<file path="config.mk">
export PLATFORM = sky130hd
export DESIGN_NAME = mmode_uart_rx
export DESIGN_NICKNAME = d
export VERILOG_FILES = /design/src/rtl/rxm_pkg.sv /design/src/rtl/rxm_front.sv /design/src/rtl/rxm_fsm.sv /design/src/rtl/rxm_flags.sv /design/src/rtl/mmode_uart_rx.sv
export SDC_FILE = /design/constraint.sdc
export NUM_CORES = 1
export LEC_CHECK = 0
export ABC_AREA = 1
export BUFFER_PORTS_ARGS = -buffer_cell sky130_fd_sc_hd__clkbuf_2
export CAP_MARGIN = 10
export CORE_ASPECT_RATIO = 0.7
export CORE_MARGIN = 2
export CORE_UTILIZATION = 57
export DETAILED_ROUTE_END_ITERATION = 6
export PLACE_DENSITY = 0.79
export SLEW_MARGIN = 20
export SYNTH_ARGS = -nofsm -noshare
export SYNTH_HDL_FRONTEND = slang
export SYNTH_HIERARCHICAL = 1
export SYNTH_SLANG_ARGS = --single-unit
</file>
<file path="constraint.sdc">
create_clock -name clk -period 2.05 [get_ports clk]
set_clock_uncertainty 0.2 [all_clocks]
set_input_delay 0.1025 -clock clk [delete_from_list [all_inputs] [get_ports clk]]
set_output_delay 0.1025 -clock clk [all_outputs]
set_load 0.05 [all_outputs]
</file>
<file path="src/rtl/rxm_pkg.sv">
package rxm_pkg;

    typedef enum logic [2:0] {
        ST_IDLE,
        ST_START,
        ST_DATA,
        ST_ADDR,
        ST_STOP,
        ST_FLAG,
        ST_LOAD
    } rx_state_t;

    localparam logic [1:0] MODE_ASYNC = 2'd0;
    localparam logic [1:0] MODE_MPROC = 2'd1;

endpackage

</file>
<file path="src/rtl/rxm_front.sv">
module rxm_front #(
    parameter int SYNC_STAGES = 2
) (
    input  logic clk,
    input  logic rst_n,
    input  logic rx_in,
    input  logic sclk_in,
    output logic rx_s,
    output logic sclk_rise
);

    logic [SYNC_STAGES-1:0] rx_pipe;
    logic [SYNC_STAGES-1:0] ck_pipe;
    logic                   ck_prev;

    for (genvar g = 0; g < SYNC_STAGES; g++) begin : g_stage
        if (g == 0) begin : g_first
            always_ff @(posedge clk or negedge rst_n) begin
                if (!rst_n) begin
                    rx_pipe[g] <= 1'b1;
                    ck_pipe[g] <= 1'b0;
                end else begin
                    rx_pipe[g] <= rx_in;
                    ck_pipe[g] <= sclk_in;
                end
            end
        end else begin : g_next
            always_ff @(posedge clk or negedge rst_n) begin
                if (!rst_n) begin
                    rx_pipe[g] <= 1'b1;
                    ck_pipe[g] <= 1'b0;
                end else begin
                    rx_pipe[g] <= rx_pipe[g-1];
                    ck_pipe[g] <= ck_pipe[g-1];
                end
            end
        end
    end

    always_ff @(posedge clk or negedge rst_n) begin
        if (!rst_n) ck_prev <= 1'b0;
        else        ck_prev <= ck_pipe[SYNC_STAGES-1];
    end

    assign rx_s      = rx_pipe[SYNC_STAGES-1];
    assign sclk_rise = ck_pipe[SYNC_STAGES-1] & ~ck_prev;

endmodule

</file>
<file path="src/rtl/rxm_fsm.sv">
module rxm_fsm
    import rxm_pkg::*;
#(
    parameter int DW  = 8,
    parameter int OSR = 16
) (
    input  logic          clk,
    input  logic          rst_n,
    input  logic          os_tick,
    input  logic          rx_s,
    input  logic          sclk_rise,
    input  logic [1:0]    mode,
    input  logic          par_en,
    input  logic          par_odd,
    output logic          flag_stb,
    output logic          load_stb,
    output logic          perr_hit,
    output logic          ferr_hit,
    output logic [DW-1:0] word,
    output logic          adr_bit
);

    localparam int CW   = $clog2(OSR);
    localparam int BW   = $clog2(DW + 1);
    localparam int HALF = OSR / 2 - 1;

    rx_state_t     state_q, state_d;
    logic [CW-1:0] tcnt_q;
    logic [BW-1:0] bcnt_q;
    logic [DW-1:0] sh_q;
    logic          adr_q;
    logic          stop_bad_q;

    logic sync_m;
    logic mid_bit;
    logic mid_start;
    logic last_bit;
    logic take_bit;
    logic par_mode;

    assign sync_m    = mode[1];
    assign mid_bit   = os_tick && (tcnt_q == CW'(OSR - 1));
    assign mid_start = os_tick && (tcnt_q == CW'(HALF));
    assign last_bit  = (bcnt_q == BW'(DW - 1));
    assign take_bit  = sync_m ? sclk_rise : mid_bit;
    assign par_mode  = (mode == MODE_ASYNC) && par_en;

    // state register
    always_ff @(posedge clk or negedge rst_n) begin
        if (!rst_n) state_q <= ST_IDLE;
        else        state_q <= state_d;
    end

    // next state and outputs
    always_comb begin
        state_d  = state_q;
        flag_stb = 1'b0;
        load_stb = 1'b0;
        unique case (state_q)
            ST_IDLE: begin
                if (sync_m) begin
                    if (sclk_rise) state_d = ST_DATA;
                end else if (!rx_s) begin
                    state_d = ST_START;
                end
            end
            ST_START: begin
                if (mid_start) state_d = rx_s ? ST_IDLE : ST_DATA;
            end
            ST_DATA: begin
                if (take_bit && last_bit) begin
                    if (sync_m)                  state_d = ST_FLAG;
                    else if (mode == MODE_MPROC) state_d = ST_ADDR;
                    else                         state_d = ST_STOP;
                end
            end
            ST_ADDR: begin
                if (mid_bit) state_d = ST_STOP;
            end
            ST_STOP: begin
                if (mid_bit) state_d = ST_FLAG;
            end
            ST_FLAG: begin
                flag_stb = 1'b1;
                state_d  = ST_LOAD;
            end
            ST_LOAD: begin
                load_stb = 1'b1;
                state_d  = ST_IDLE;
            end
            default: state_d = ST_IDLE;
        endcase
        perr_hit = par_mode && (sh_q[DW-1] != ((^sh_q[DW-2:0]) ^ par_odd));
        ferr_hit = !sync_m && stop_bad_q;
        word     = par_mode ? {1'b0, sh_q[DW-2:0]} : sh_q;
        adr_bit  = adr_q;
    end

    // oversampling counter
    always_ff @(posedge clk or negedge rst_n) begin
        if (!rst_n) begin
            tcnt_q <= '0;
        end else if (state_q == ST_START || state_q == ST_ADDR || state_q == ST_STOP
                     || (state_q == ST_DATA && !sync_m)) begin
            if ((state_q == ST_START && mid_start) || mid_bit) tcnt_q <= '0;
            else if (os_tick)                                  tcnt_q <= tcnt_q + 1'b1;
        end else begin
            tcnt_q <= '0;
        end
    end

    // shift register, bit counter, marker and stop capture
    always_ff @(posedge clk or negedge rst_n) begin
        if (!rst_n) begin
            bcnt_q     <= '0;
            sh_q       <= '0;
            adr_q      <= 1'b0;
            stop_bad_q <= 1'b0;
        end else begin
            unique case (state_q)
                ST_IDLE: begin
                    adr_q      <= 1'b0;
                    stop_bad_q <= 1'b0;
                    if (sync_m && sclk_rise) begin
                        sh_q   <= {rx_s, sh_q[DW-1:1]};
                        bcnt_q <= BW'(1);
                    end else begin
                        bcnt_q <= '0;
                    end
                end
                ST_DATA: begin
                    if (take_bit) begin
                        sh_q   <= {rx_s, sh_q[DW-1:1]};
                        bcnt_q <= bcnt_q + 1'b1;
                    end
                end
                ST_ADDR: begin
                    if (mid_bit) adr_q <= rx_s;
                end
                ST_STOP: begin
                    if (mid_bit) stop_bad_q <= !rx_s;
                end
                default: begin
                end
            endcase
        end
    end

endmodule

</file>
<file path="src/rtl/rxm_flags.sv">
module rxm_flags #(
    parameter int DW = 8
) (
    input  logic          clk,
    input  logic          rst_n,
    input  logic          flag_stb,
    input  logic          load_stb,
    input  logic          perr_hit,
    input  logic          ferr_hit,
    input  logic [DW-1:0] word,
    input  logic          adr_in,
    input  logic          rd_data,
    input  logic          clr_err,
    input  logic          rie,
    output logic [DW-1:0] data_out,
    output logic          adr_out,
    output logic          full,
    output logic          perr,
    output logic          oerr,
    output logic          ferr,
    output logic          irq
);

    logic [DW-1:0] data_q;
    logic          adr_q;
    logic          full_q, perr_q, oerr_q, ferr_q, ovr_q, irq_q;
    logic          commit;

    assign commit = load_stb && !ovr_q;

    always_ff @(posedge clk or negedge rst_n) begin
        if (!rst_n) begin
            data_q <= '0;
            adr_q  <= 1'b0;
        end else if (commit) begin
            data_q <= word;
            adr_q  <= adr_in;
        end
    end

    always_ff @(posedge clk or negedge rst_n) begin
        if (!rst_n) begin
            full_q <= 1'b0;
            perr_q <= 1'b0;
            oerr_q <= 1'b0;
            ferr_q <= 1'b0;
            ovr_q  <= 1'b0;
            irq_q  <= 1'b0;
        end else begin
            full_q <= commit | (full_q & ~rd_data);
            perr_q <= (flag_stb & perr_hit) | (perr_q & ~clr_err);
            ferr_q <= (flag_stb & ferr_hit) | (ferr_q & ~clr_err);
            oerr_q <= (flag_stb & full_q)   | (oerr_q & ~clr_err);
            if (flag_stb) ovr_q <= full_q;
            irq_q  <= rie & (full_q | perr_q | oerr_q | ferr_q);
        end
    end

    assign data_out = data_q;
    assign adr_out  = adr_q;
    assign full     = full_q;
    assign perr     = perr_q;
    assign oerr     = oerr_q;
    assign ferr     = ferr_q;
    assign irq      = irq_q;

endmodule

</file>
<file path="src/rtl/mmode_uart_rx.sv">
module mmode_uart_rx #(
    parameter int DW          = 8,
    parameter int OSR         = 16,
    parameter int SYNC_STAGES = 2
) (
    input  logic          clk,
    input  logic          rst_n,
    input  logic          os_tick,
    input  logic          rx_in,
    input  logic          sclk_in,
    input  logic [1:0]    mode,
    input  logic          par_en,
    input  logic          par_odd,
    input  logic          rie,
    input  logic          rd_data,
    input  logic          clr_err,
    output logic [DW-1:0] data_out,
    output logic          adr_bit,
    output logic          full,
    output logic          perr,
    output logic          oerr,
    output logic          ferr,
    output logic          irq
);

    logic          rx_s, sclk_rise;
    logic          flag_stb, load_stb, perr_hit, ferr_hit, adr_raw;
    logic [DW-1:0] word;

    rxm_front #(.SYNC_STAGES(SYNC_STAGES)) u_front (
        .clk       (clk),
        .rst_n     (rst_n),
        .rx_in     (rx_in),
        .sclk_in   (sclk_in),
        .rx_s      (rx_s),
        .sclk_rise (sclk_rise)
    );

    rxm_fsm #(.DW(DW), .OSR(OSR)) u_fsm (
        .clk       (clk),
        .rst_n     (rst_n),
        .os_tick   (os_tick),
        .rx_s      (rx_s),
        .sclk_rise (sclk_rise),
        .mode      (mode),
        .par_en    (par_en),
        .par_odd   (par_odd),
        .flag_stb  (flag_stb),
        .load_stb  (load_stb),
        .perr_hit  (perr_hit),
        .ferr_hit  (ferr_hit),
        .word      (word),
        .adr_bit   (adr_raw)
    );

    rxm_flags #(.DW(DW)) u_flags (
        .clk      (clk),
        .rst_n    (rst_n),
        .flag_stb (flag_stb),
        .load_stb (load_stb),
        .perr_hit (perr_hit),
        .ferr_hit (ferr_hit),
        .word     (word),
        .adr_in   (adr_raw),
        .rd_data  (rd_data),
        .clr_err  (clr_err),
        .rie      (rie),
        .data_out (data_out),
        .adr_out  (adr_bit),
        .full     (full),
        .perr     (perr),
        .oerr     (oerr),
        .ferr     (ferr),
        .irq      (irq)
    );

endmodule

</file>
Word-level counts from Yosys, hierarchy flattened. Cells that the tools add are included.

Flip-flop bits (word level): 41. Word-level logic and storage cells: 117. Input bits: 12.

Reduce and logical (&&, ||, !) cells: 28. $add $sub $neg: 2. Equality and inequality tests: 20. Mux-type cells: 28. Bitwise operators: 20.

Operator list (number): 3-bit 2-to-1 mux (9); 8-bit 2-to-1 mux (3); 3-bit one-hot mux with 6 select lines (1); 4-bit 2-to-1 mux (4); 8-bit one-hot mux with 2 select lines (1); 2-bit by 1-bit != test with 1-bit output (second input constant) (6); 1-bit logical AND (10); 1-bit bitwise AND (9); 3-bit == test (second input constant) (3); 4-bit by 1-bit adder with 4-bit output (second input constant) (2); 4-bit by 3-bit == test with 1-bit output (second input constant) (2); 4-bit one-hot mux with 2 select lines (1); 1-bit bitwise OR (7); 7-bit XOR reduction (1); 3-bit by 2-bit == test with 1-bit output (second input constant) (2); 1-bit 2-to-1 mux (6); 3-bit != test (second input constant) (2); 2-bit AND reduction (3); 6-bit AND reduction (1); 2-bit nonzero test (3); 4-bit == test (second input constant) (1); 1-bit logical OR (4); 1-bit one-hot mux with 2 select lines (2); 3-bit by 1-bit == test with 1-bit output (second input constant) (1); 10 further kinds (14).

Depth between registers and ports, before layout.
Depth in word-level cells: 6. Gate-level depth with buffers: 11. Depth with buffers taken out: 11.

Modules after synthesis. The synthesis kept the hierarchy.

Modules (own cells, without submodules): rxm_fsm (instances 1, sequential area each 525.5 µm², area each 1400.1 µm², cells each 195); rxm_flags (instances 1, sequential area each 375.4 µm², area each 569.3 µm², cells each 62); rxm_front (instances 1, sequential area each 127.6 µm², area each 137.6 µm², cells each 7).

Worst setup path after synthesis. OpenSTA, ideal clock, no wires.

Path type: reg2reg. Start point: register u_fsm.tcnt_q[0]. End point: register u_fsm.sh_q[7]. Path slack: 487 ps. Setup time: 122 ps. Required time: 1728 ps. Clock period less this slack: 1563 ps. Arrival: 1241 ps. Cell stages (with the launch flop): 9. Cells stage by stage: dfrtp_1 -> ha_1 -> nand2_1 -> nor2_2 -> nand2_1 -> nand2_2 -> a21oi_4 -> buf_6 -> o21ai_1.

Word-level cells in the longest chain between the ends: 5.

RTL lines: from (decl) (line rxm_fsm.sv:28) `logic [CW-1:0] tcnt_q;`; from (signal assigned) (line rxm_fsm.sv:106) `else if (os_tick) tcnt_q <= tcnt_q + 1'b1;`; 4-bit == test (line rxm_fsm.sv:42) `assign mid_bit = os_tick && (tcnt_q == CW'(OSR - 1));`; 1-bit logical AND (line rxm_fsm.sv:42); 1-bit 2-to-1 mux (line rxm_fsm.sv:45) `assign take_bit = sync_m ? sclk_rise : mid_bit;`; 2-bit by 1-bit != test with 1-bit output (no line); 3-bit AND reduction (no line); to (signal assigned) (line rxm_fsm.sv:125) `sh_q <= {rx_s, sh_q[DW-1:1]};`; to (signal assigned) (line rxm_fsm.sv:133) `sh_q <= {rx_s, sh_q[DW-1:1]};`; to (decl) (line rxm_fsm.sv:30) `logic [DW-1:0] sh_q;`.

No other way between the ends. A chain may end at the register's enable or synchronous reset.

Worst setup path in the final report.
Start point: register u_fsm.tcnt_q[0]. End point: register u_fsm.sh_q[0].

The elaborated chain is that of the path after synthesis.

==> impl_metrics.toml <==
[routing]
drc = 0
wl_um = 4110
drtAntennaViolNets = 0
firstDrtPassIters = 4
wl_per_cell_um = 11.8
first_iter_violations = 138
viasPerCell = 5.00
num_vias = 1734

[floorplanning]
die_h_um = 54.9
fp.coreArea_sq_um = 3540
die-area_sq_um = 4210
start_util_pct = 59.6
io_pins = 26
fp.dieW_um = 76.7
num_rows = 18

[timing]
tns_ns = 0
fmax_mhz = 566
tightest_slew_ns = 0.614
finalSetupViolations = 0
fin_crit_sh_pct = 86.2
hold_viol = 0
rsz0062_at_grt = "no"
slew_violations = 0
slew_headroom_pct = 59.1
period_minus_slack_ns = 1.77

[global_route]
antenna_found_initial = 0
grt_use_met2_pct = 33.9
grt_pass1_vias = 1545
track_usage_pct = 22.9
grt.overflow.total = 0
grt_max_degree = 27
grt.busiest_layer = "met2"
grtUsageMet1_pct = 33.5
grt_pass1_wl_um = 7150
grtUsageMet3_pct = 5.12

[yosys]
ys_seq_elements = 41
ys_seq_area_share_pct = 48.8
synth_top_family_by_area = "simple AND/OR/NAND/NOR gates"
synthCells = 264
syn-num-nets = 278
muxShareOfSynthArea_pct = 0
syn_area_sq_um = 2110
synth-xor-area-share_pct = 1.25
ys_warn_count = 6
yosys.area_share.adder_pct = 1.19
yosys.area_share.simple_pct = 31.4
synth-compound-area-share_pct = 8.37
synth_cell_types = 29
syn_area_per_cell_sq_um = 7.98

[power_and_ir_drop]
ir_drop_mv = 0.651
p_leak_nw = 1.26
power.density_nw_per_um2 = 1270
p_total_mw = 3.06

[critical_path]
crit_required_ns = 2.07
worst-setup-path-type = "flop to flop"
crit_path_start = "u_fsm/tcnt_q[0]"
cp-end-kind = "flop"
r2r-start = "u_fsm/tcnt_q[0]"
critPathArrivalTime_ns = 1.79
crit_fanout = 16
start_kind = "flop"

[cts]
cts_sinks = 41
ctsResizeCount = 0
cts.clk_slew.worst_paths_ns = 0.08
cts_max_level = 2
cts_root_buffer = "clkbuf_8"
postCtsSetupRepairBufs = 0
cts_tree = "yes"
cts_max_path_buffers = 2
numCtsBuffers = 5
clock_latency_ns = 0.29

[cells_and_area]
area_growth_pct = 14.7
fin_util_pct = 68.3
drive_above_1_share_pct = 18.9
fillers = 306
diodes = 0
multiInputGateArea_sq_um = 888
fin_cells = 347
seq_area_sq_um = 1030
nets = 310

[placement]
numPortBuffers = 25
dp_hpwl_um = 3000
dp_cells = 332
gp_congestion = 0.963

[hold_path]
worstHoldPathType = "primary input to flop"
worst_hold_startpoint = "mode[0]"

[job]
cap_violations = 0

[status]
status = "finished clean"
-- logic make-up (layout without fill, tap and decap cells) --
kind of cell | Yosys count | after routing
and+or+nand+nor | 149 | 149
DFF | 41 | 41
buffers and inverters | 40 | 73
AOI/OAI and AO/OA | 29 | 29
xor gates and xnor gates | 3 | 3
adders and majority gates | 2 | 2
-- state kept, by name, summed over array words and instances, names as in the netlist --
name              count
u_flags/adr_out       1
u_flags/data_out      8
u_flags/ferr          1
u_flags/full          1
u_flags/irq           1
u_flags/oerr          1
u_flags/ovr_q         1
u_flags/perr          1
u_front/ck_pipe       2
u_front/ck_prev       1
u_front/rx_pipe       1
u_front/rx_s          1
u_fsm/adr_bit         1
u_fsm/bcnt_q          4
u_fsm/sh_q            8
u_fsm/state_q         3
u_fsm/stop_bad_q      1
u_fsm/tcnt_q          4
-- per-stage QoR --
step / hold slack (ns) / cell area [sq um] / worst slack (ns)
2_1_floorplan: -0.393 / 2110 / 0.487
3_3_place_gp: -0.0589 / 2240 / 0.365
3_5_place_dp: -0.0554 / 2240 / 0.309
4_1_cts: 0.00926 / 2420 / 0.280
5_1_grt: 0.0391 / 2420 / 0.105
6_report: 0.0283 / 2420 / 0.282
-- repair_timing --
item | CTS | global route
endpoints found under the setup margin | 0 | 0
hold buffers | 7 | 0
hold endpoints to repair | 32 | 0
-- cell usage after synthesis (all sizes together) --
cell	count	area share (%)
o211ai	2	0.95
xor2	3	1.2
nand3	22	5.8
dfstp	2	2.5
o21a	1	0.36
o21ai	22	5.6
nor2	27	6.0
buf	9	3.4
and3b	1	0.42
a21oi	4	1.5
ha	2	1.2
dfrtp	39	46
nand4	1	0.30
nor3	1	0.24
nor3b	2	0.71
inv	31	5.6
nand2	95	18
-- power by group --
part | leakage, nW | switching, mW | internal, mW
clock network | 0.0552 | 0.261 | 0.361
registers | 0.542 | 0.201 | 0.997
logic | 0.658 | 0.856 | 0.382
-- placed cells by master, fill, tap and decap left out, drive strengths merged --
cell          n
nor2         27
buf           2
clkinv        1
bufinv        1
a21oi         4
clkbuf       31
and3b         1
nor3          1
o21ai        22
nand2        95
dfrtp        39
xor2          3
nor3b         2
nand4         1
dlygate4sd3   7
nand3        22
o21a          1
ha            2
inv          31
dfstp         2
o211ai        2
-- cell type report --
type                       instances  area share, %
clock inverter                     2           1.45
timing repair buffer              34           8.70
inverter                          31           4.92
clock buffer                       6           3.00
multi-input combinational        183           36.8
sequential                        41           42.6
tap                               50           2.59
-- path summary, 6_finish.rpt --
kind                                       end  slack, ns  depth (start not counted)
max                              u_fsm/sh_q[0]       0.28                          8
min                        u_flags/data_out[7]       0.03                          5
max reg2reg                      u_fsm/sh_q[0]       0.28                          8
min reg2reg                       u_front/rx_s       0.16                          0
max in group asynchronous     u_fsm/state_q[1]       0.92                          3
min in group asynchronous        u_flags/ovr_q       0.15                          2
-- critical path, cell delays in order, from the launching register on --
cell and delay, ns:
dfrtp_1 0.41, ha_1 0.20, nand2_1 0.09, nor2_2 0.05, nand2_1 0.06, nand2_2 0.08
a21oi_4 0.39, nand2_1 0.10, o21ai_1 0.10
-- routing by layer --
metal	vias up	share of wire, %
met1	784	51
li1	887	-
met5	-	0
met4	0	1.4
met2	56	41
met3	7	6.3
Power figures use the tool's default switching activity.
